===== config.mk =====
export PLATFORM = sky130hd
export DESIGN_NAME = cal_bcd_codec
export DESIGN_NICKNAME = d
export VERILOG_FILES = /design/src/rtl/cal_bcd_pkg.sv /design/src/rtl/cal_date_check.sv /design/src/rtl/cal_bcd_enc.sv /design/src/rtl/cal_bcd_dec.sv /design/src/rtl/cal_bcd_codec.sv
export SDC_FILE = /design/constraint.sdc
export NUM_CORES = 1
export LEC_CHECK = 0
export BUFFER_PORTS_ARGS = -buffer_cell sky130_fd_sc_hd__buf_2
export CORE_UTILIZATION = 45
export DETAILED_ROUTE_END_ITERATION = 10
export GPL_TIMING_DRIVEN = 0
export PLACE_DENSITY = 0.69
export RECOVER_POWER = 50
export SLEW_MARGIN = 20
export SYNTH_ARGS = -nofsm -noshare
export SYNTH_HDL_FRONTEND = slang
export SYNTH_SLANG_ARGS = --single-unit
export TNS_END_PERCENT = 20

===== constraint.sdc =====
create_clock -name clk -period 13.33 [get_ports clk]
set_clock_uncertainty 0.2 [all_clocks]
set_input_delay 0 -clock clk [delete_from_list [all_inputs] [get_ports clk]]
set_output_delay 0 -clock clk [all_outputs]
set_load 0.01 [all_outputs]

===== src/rtl/cal_bcd_pkg.sv =====
package cal_bcd_pkg;

  localparam int NFIELD = 6;
  localparam int F_SEC  = 0;
  localparam int F_MIN  = 1;
  localparam int F_HOUR = 2;
  localparam int F_DAY  = 3;
  localparam int F_MON  = 4;
  localparam int F_YEAR = 5;

  // binary 0..99 to packed two-digit BCD
  function automatic logic [7:0] to_bcd(input logic [6:0] v);
    return {4'(v / 7'd10), 4'(v % 7'd10)};
  endfunction

  // packed two-digit BCD to binary (meaningful only when both digits legal)
  function automatic logic [6:0] from_bcd(input logic [7:0] b);
    return 7'({3'b000, b[7:4]} * 7'd10) + {3'b000, b[3:0]};
  endfunction

  function automatic logic bcd_ok(input logic [7:0] b);
    return (b[7:4] <= 4'd9) && (b[3:0] <= 4'd9);
  endfunction

  function automatic logic is_leap(input logic [15:0] y);
    return (((y % 16'd4) == 16'd0) && ((y % 16'd100) != 16'd0)) ||
           ((y % 16'd400) == 16'd0);
  endfunction

  function automatic logic [4:0] month_days(input logic [3:0] m, input logic lp);
    case (m)
      4'd2:                      return lp ? 5'd29 : 5'd28;
      4'd4, 4'd6, 4'd9, 4'd11:   return 5'd30;
      4'd1, 4'd3, 4'd5, 4'd7,
      4'd8, 4'd10, 4'd12:        return 5'd31;
      default:                   return 5'd0;
    endcase
  endfunction

endpackage


===== src/rtl/cal_date_check.sv =====
module cal_date_check
  import cal_bcd_pkg::*;
#(
  parameter int YEAR_W  = 12,
  parameter int YEAR_LO = 1970,
  parameter int YEAR_HI = 2069
) (
  input  logic [YEAR_W-1:0] year,
  input  logic [3:0]        month,
  input  logic [4:0]        day,
  input  logic [4:0]        hour,
  input  logic [5:0]        minute,
  input  logic [5:0]        second,
  output logic              ok
);

  localparam logic [YEAR_W-1:0] LO_V = YEAR_W'(YEAR_LO);
  localparam logic [YEAR_W-1:0] HI_V = YEAR_W'(YEAR_HI);

  logic       leap;
  logic [4:0] limit;
  logic       year_ok, date_ok, time_ok;

  always_comb begin
    leap    = is_leap(16'(year));
    limit   = month_days(month, leap);
    year_ok = (year >= LO_V) && (year <= HI_V);
    // month 0 and 13..15 give a zero limit, so any day fails
    date_ok = (day != 5'd0) && (day <= limit);
    time_ok = (hour < 5'd24) && (minute < 6'd60) && (second < 6'd60);
    ok      = year_ok && date_ok && time_ok;
  end

endmodule


===== src/rtl/cal_bcd_enc.sv =====
module cal_bcd_enc
  import cal_bcd_pkg::*;
#(
  parameter int YEAR_W       = 12,
  parameter int BASE_CENTURY = 1900
) (
  input  logic                   clk,
  input  logic                   rst,
  input  logic                   valid,
  input  logic                   ok,
  input  logic [YEAR_W-1:0]      year,
  input  logic [3:0]             month,
  input  logic [4:0]             day,
  input  logic [4:0]             hour,
  input  logic [5:0]             minute,
  input  logic [5:0]             second,
  output logic                   done,
  output logic                   err,
  output logic [NFIELD-1:0][7:0] bcd_q
);

  localparam logic [YEAR_W-1:0] BASE_V = YEAR_W'(BASE_CENTURY);
  localparam logic [YEAR_W-1:0] HUND_V = YEAR_W'(100);

  logic [YEAR_W-1:0]      yrel;
  logic [NFIELD-1:0][6:0] bin;
  logic [NFIELD-1:0][7:0] bcd_d;

  assign yrel         = year - BASE_V;
  assign bin[F_YEAR]  = 7'((yrel >= HUND_V) ? (yrel - HUND_V) : yrel);
  assign bin[F_MON]   = 7'(month);
  assign bin[F_DAY]   = 7'(day);
  assign bin[F_HOUR]  = 7'(hour);
  assign bin[F_MIN]   = 7'(minute);
  assign bin[F_SEC]   = 7'(second);

  for (genvar i = 0; i < NFIELD; i++) begin : g_conv
    assign bcd_d[i] = to_bcd(bin[i]);

    AST_ENC_DIGITS: assert property (@(posedge clk) disable iff (rst)
      done |-> (bcd_q[i][7:4] <= 4'd9 && bcd_q[i][3:0] <= 4'd9));
  end

  always_ff @(posedge clk) begin
    if (rst) begin
      done  <= 1'b0;
      err   <= 1'b0;
      bcd_q <= '0;
    end else begin
      done <= valid && ok;
      err  <= valid && !ok;
      if (valid && ok) bcd_q <= bcd_d;
    end
  end

  AST_ENC_EXCL: assert property (@(posedge clk) disable iff (rst)
    !(done && err));
  AST_ENC_STROBE: assert property (@(posedge clk) disable iff (rst)
    (done || err) |-> $past(valid));
  AST_ENC_HOLD: assert property (@(posedge clk) disable iff (rst)
    err |-> $stable(bcd_q));

endmodule


===== src/rtl/cal_bcd_dec.sv =====
module cal_bcd_dec
  import cal_bcd_pkg::*;
#(
  parameter int SPLIT = 70
) (
  input  logic                   clk,
  input  logic                   rst,
  input  logic                   valid,
  input  logic [NFIELD-1:0][7:0] raw,
  output logic                   done,
  output logic                   err,
  output logic [7:0]             year_q,
  output logic [6:0]             mon_q,
  output logic [3:0][6:0]        bin_q
);

  localparam logic [6:0] SPLIT_V = 7'(SPLIT);
  localparam logic [7:0] YMIN_V  = 8'(SPLIT);
  localparam logic [7:0] YMAX_V  = 8'(SPLIT + 99);

  logic [NFIELD-1:0]      dig_ok;
  logic [NFIELD-1:0][6:0] b;
  logic                   all_ok;
  logic [7:0]             yr_d;

  for (genvar i = 0; i < NFIELD; i++) begin : g_dig
    assign dig_ok[i] = bcd_ok(raw[i]);
    assign b[i]      = from_bcd(raw[i]);
  end

  assign all_ok = &dig_ok;
  assign yr_d   = (b[F_YEAR] < SPLIT_V) ? ({1'b0, b[F_YEAR]} + 8'd100)
                                        : {1'b0, b[F_YEAR]};

  always_ff @(posedge clk) begin
    if (rst) begin
      done   <= 1'b0;
      err    <= 1'b0;
      year_q <= '0;
      mon_q  <= '0;
      bin_q  <= '0;
    end else begin
      done <= valid && all_ok;
      err  <= valid && !all_ok;
      if (valid && all_ok) begin
        year_q <= yr_d;
        mon_q  <= b[F_MON] - 7'd1;
        for (int i = 0; i < 4; i++) bin_q[i] <= b[i];
      end
    end
  end

  AST_DEC_YEAR_RANGE: assert property (@(posedge clk) disable iff (rst)
    done |-> (year_q >= YMIN_V && year_q <= YMAX_V));
  AST_DEC_EXCL: assert property (@(posedge clk) disable iff (rst)
    !(done && err));
  AST_DEC_HOLD: assert property (@(posedge clk) disable iff (rst)
    err |-> ($stable(year_q) && $stable(mon_q) && $stable(bin_q)));

endmodule


===== src/rtl/cal_bcd_codec.sv =====
module cal_bcd_codec
  import cal_bcd_pkg::*;
#(
  parameter int YEAR_W       = 12,
  parameter int YEAR_LO      = 1970,
  parameter int BASE_CENTURY = 1900
) (
  input  logic              clk,
  input  logic              rst,
  input  logic              enc_valid,
  input  logic [YEAR_W-1:0] year_in,
  input  logic [3:0]        month_in,
  input  logic [4:0]        day_in,
  input  logic [4:0]        hour_in,
  input  logic [5:0]        min_in,
  input  logic [5:0]        sec_in,
  output logic              enc_done,
  output logic              enc_err,
  output logic [7:0]        bcd_year,
  output logic [7:0]        bcd_mon,
  output logic [7:0]        bcd_day,
  output logic [7:0]        bcd_hour,
  output logic [7:0]        bcd_min,
  output logic [7:0]        bcd_sec,
  input  logic              dec_valid,
  input  logic [7:0]        rb_year,
  input  logic [7:0]        rb_mon,
  input  logic [7:0]        rb_day,
  input  logic [7:0]        rb_hour,
  input  logic [7:0]        rb_min,
  input  logic [7:0]        rb_sec,
  output logic              dec_done,
  output logic              dec_err,
  output logic [7:0]        dec_year,
  output logic [6:0]        dec_mon,
  output logic [6:0]        dec_day,
  output logic [6:0]        dec_hour,
  output logic [6:0]        dec_min,
  output logic [6:0]        dec_sec
);

  localparam int YEAR_HI = YEAR_LO + 99;
  localparam int SPLIT   = YEAR_LO - BASE_CENTURY;

  logic                   date_ok;
  logic [NFIELD-1:0][7:0] enc_q;
  logic [NFIELD-1:0][7:0] dec_raw;
  logic [3:0][6:0]        dec_bin;

  cal_date_check #(.YEAR_W(YEAR_W), .YEAR_LO(YEAR_LO), .YEAR_HI(YEAR_HI)) u_check (
    .year(year_in), .month(month_in), .day(day_in),
    .hour(hour_in), .minute(min_in), .second(sec_in), .ok(date_ok)
  );

  cal_bcd_enc #(.YEAR_W(YEAR_W), .BASE_CENTURY(BASE_CENTURY)) u_enc (
    .clk(clk), .rst(rst), .valid(enc_valid), .ok(date_ok),
    .year(year_in), .month(month_in), .day(day_in),
    .hour(hour_in), .minute(min_in), .second(sec_in),
    .done(enc_done), .err(enc_err), .bcd_q(enc_q)
  );

  assign bcd_year = enc_q[F_YEAR];
  assign bcd_mon  = enc_q[F_MON];
  assign bcd_day  = enc_q[F_DAY];
  assign bcd_hour = enc_q[F_HOUR];
  assign bcd_min  = enc_q[F_MIN];
  assign bcd_sec  = enc_q[F_SEC];

  assign dec_raw = {rb_year, rb_mon, rb_day, rb_hour, rb_min, rb_sec};

  cal_bcd_dec #(.SPLIT(SPLIT)) u_dec (
    .clk(clk), .rst(rst), .valid(dec_valid), .raw(dec_raw),
    .done(dec_done), .err(dec_err), .year_q(dec_year), .mon_q(dec_mon),
    .bin_q(dec_bin)
  );

  assign dec_day  = dec_bin[F_DAY];
  assign dec_hour = dec_bin[F_HOUR];
  assign dec_min  = dec_bin[F_MIN];
  assign dec_sec  = dec_bin[F_SEC];

endmodule


==> results.md <==
* Post-route ant nets at 0
* Critical path arrival at 6280 ps
* Leakage at 3.716 nW
* Simple-gate share of the synthesized area at between 20% and 30%
* Port bufs at 170
* #FFs+latches synth at 86
* R2R Path End: u_enc.bcd_q[42]$_SDFFE_PP0P_
* GRT overflow at 0
* Met1 WL at between 9 and 10 mm
* WS Path Type: in -> reg
* Slew Limit Fails at 0
* Hold crit path type: in -> reg
* IO Pins at 185
* Post-Synth XOR/XNOR Area at 6.855%
* Yosys warns at 0
* GP Congestion at 0.8885
* Max Root-Sink Buffers at 2
* Vias in the first global route at 6,846
* Fraction of the cycle the final worst path needs at 47.02%
* Core Region at 0.01583 sq mm
* Internal reg-to-reg setup slack at 12,340 ps
* Cell Pwr Density at 86.42 mW/mm^2
* Worst R2R Path Depth at 3
* Max_slew headroom at 51.41%
* Root Buffer: clkbuf_16
* Setup TNS at 0 ps
* Max-Cap Viols at 0
* Clk pin slew, worst setup/hold paths at approximately 60 ps
* Slowest-stage cell, CP: clkbuf_1
* Via density at between 5 and 6
* Top Metal Used: met4
* Startpoint Class: input port
* Crit-path max cell delay at 570 ps
* Setup violators final at 0
* Largest family of logic cells by synthesized area: compound AO/OA/AOI/OAI gates
* Place WS at around 6800 ps
* Most frequent cells in the layout: clkbuf_1 (115), nand2_1 (106), buf_2 (95)
* Crit path from: year_in[11]
* Synth Flop Type: dfxtp_1
* Critical Path Fanout Max at 10
* Synth Area in Adders at 13.97%
* Status: finished, final reports clean
* Share of layout cells above drive strength 1 at 12.96%
* Row count at 46
* Final setup margin at slightly above 7000 ps
* Worst skew pair latency at 340 ps
* Worst setup path endpoint: u_enc.bcd_q[32]$_SDFFE_PP0P_
* Tmin final at ~6300 ps
* Pre-Repair DR Iteration Count at 4
* First-pass GRT wire length at ~33 mm
* RSZ-0062 raised after global routing: false
* Peak VDD IR at 46.51 uV
* Largest net degree at the start of global routing at 16
* Area Overhead vs Synth at 26.61%
* Sequential-to-total area share from yosys stat at 23.70%
* Number of H-tree levels at 3
* Complex-gate fraction of the synthesized area at 23.89%
* Synth Cell Area at around 0.0073 sq mm
* Worst r2r src: u_enc.bcd_q[42]$_SDFFE_PP0P_
* Number of cells produced by synthesis at 929
* Fmax at 159.6 MHz
* CTS sink cnt at 86
* Final WL at approximately 20 mm
* DRC at 0
* Mux share of post-synthesis cell area at 3.910%
* Die footprint at 0.01666 sq mm
* Slew @ Worst Pin at approximately 730 ps
* Number of antenna violations at the first check in global routing at 0
* Metal2 WL at 9.535 mm
* Fill cells at about 1,500
* Total GRT Usage at 24.78%
* HPWL Detailed at 15.57 mm
* Hold Vio Cnt, Final at 0
* CTS tree: done
* WP data required at 13,340 ps
* Initial DRC count at between 300 and 400
* Cts bufs inserted at 9
* Die width at 129.1 microns
* Fin nets at between 1,000 and 1,500
* N_diodes at 0
* Crit. End Element: flop
* Die H at 129.1 microns
* Met3 routed WL at 902 microns
* Worst Hold Depth at 5
* Initial Util at between 40 and 50%
* Async SR Flop Fraction at 0%
* Synth Area per Inst at 7.820 sq um
* Most common cell after layout, fill and taps aside: clkbuf_1
* Vias at 7,493
* Total power at a little under 0.8 mW
* WL/cell at between 10 and 15 microns
* Post-synth EDFFs at 0
* Post-synth cell types at 86
==> worst min path at each step <==
stage / start / end / slack (ps)
6_report: rb_hour[3] / u_dec.bin_q[17]$_SDFFE_PP0P_ / 6
4_1_cts: rb_hour[3] / u_dec.bin_q[17]$_SDFFE_PP0P_ / 5
3_3_place_gp: rb_mon[0] / u_dec.mon_q[0]$_SDFFE_PP0P_ / 2
2_1_floorplan: rb_mon[0] / u_dec.mon_q[0]$_SDFFE_PP0P_ / -100
5_1_grt: rb_hour[3] / u_dec.bin_q[17]$_SDFFE_PP0P_ / 40
3_5_place_dp: rb_mon[0] / u_dec.mon_q[0]$_SDFFE_PP0P_ / 6
==> power breakdown <==
group          internal (mW)  switching [mW]  total, mW
Combinational          0.125           0.146      0.272
Clock                  0.151           0.113      0.264
Sequential             0.258        0.000647      0.259
==> Yosys cell counts (all sizes together) (11+ instances only) <==
cell type | instances | area [sq um]
a211oi | 37 | 282.8
a21o | 12 | 90.09
a21oi | 73 | 369.1
a31oi | 13 | 96.34
buf | 30 | 190.2
clkbuf | 29 | 108.9
dfxtp | 86 | 1722
fa | 12 | 240.2
ha | 61 | 763.2
inv | 59 | 221.5
mux2i | 19 | 190.2
nand2 | 106 | 397.9
nand2b | 17 | 106.4
nor2 | 91 | 341.6
nor2b | 11 | 68.82
nor3 | 18 | 95.09
o21ai | 50 | 257.8
xnor2 | 41 | 366.6
xor2 | 15 | 131.4
==> timing repair <==
action,4_1_cts,5_1_grt
hold buffers,58,0
hold endpoints to repair,51,0
gates resized for setup,0,0
buffers inserted,0,0
==> metal layers <==
layer | track usage (%) | up-vias
met2 | 40.99 | 184
li1 | - | 3768
met1 | 31.98 | 3492
met3 | 4.335 | 49
met5 | 0 | -
met4 | 10.17 | 0
==> area by class of cell <==
| class | instances | area [sq um] | area share (%) |
|---|---|---|---|
| multi-input combinational | 733 | 5052 | 54.93 |
| sequential | 86 | 1722 | 18.72 |
| timing repair buffer | 228 | 1324 | 14.39 |
| buffer | 59 | 299.0 | 3.251 |
| tap | 216 | 270.3 | 2.938 |
| clock buffer | 10 | 239.0 | 2.598 |
| inverter | 59 | 221.5 | 2.408 |
| clock inverter | 6 | 70.07 | 0.7618 |
==> cells by family after synthesis <==
kind of cell               Yosys count
buffers and inverters              118
xor gates and xnor gates            56
other                                1
adders and majority gates           74
muxes                               27
and+or+nand+nor                    310
AOI/OAI and AO/OA                  257
DFF                                 86
==> through the flow <==
step           instances  instance area [sq um]  hold WS [ps]  util, %
6_report            1397                   9198         5.654    58.11
5_1_grt             1397                   9198         35.07    58.11
3_5_place_dp        1323                   8416         5.776    53.17
2_1_floorplan        937                   7295        -104.3        -
4_1_cts             1397                   9305         5.113    58.79
3_3_place_gp        1323                   8416         1.943    53.17
==> flip-flops by register name (all words and copies together) (netlist names) <==
register / cells
u_enc.bcd_q: 39
u_dec.bin_q: 28
u_dec.year_q: 8
u_dec.mon_q: 7
u_dec.done: 1
u_dec.err: 1
u_enc.done: 1
u_enc.err: 1
==> critical path, delay by kind of cell <==
| family | cells | cell delay [ps] |
|---|---|---|
| simple gates | 6 | 610 |
| fa+ha+maj | 2 | 430 |
| xor+xnor | 2 | 670 |
| buf+inv | 6 | 1690 |
| mux | 3 | 830 |
| compound gates | 10 | 2030 |
No activity file was read; power rests on OpenSTA's default activity.
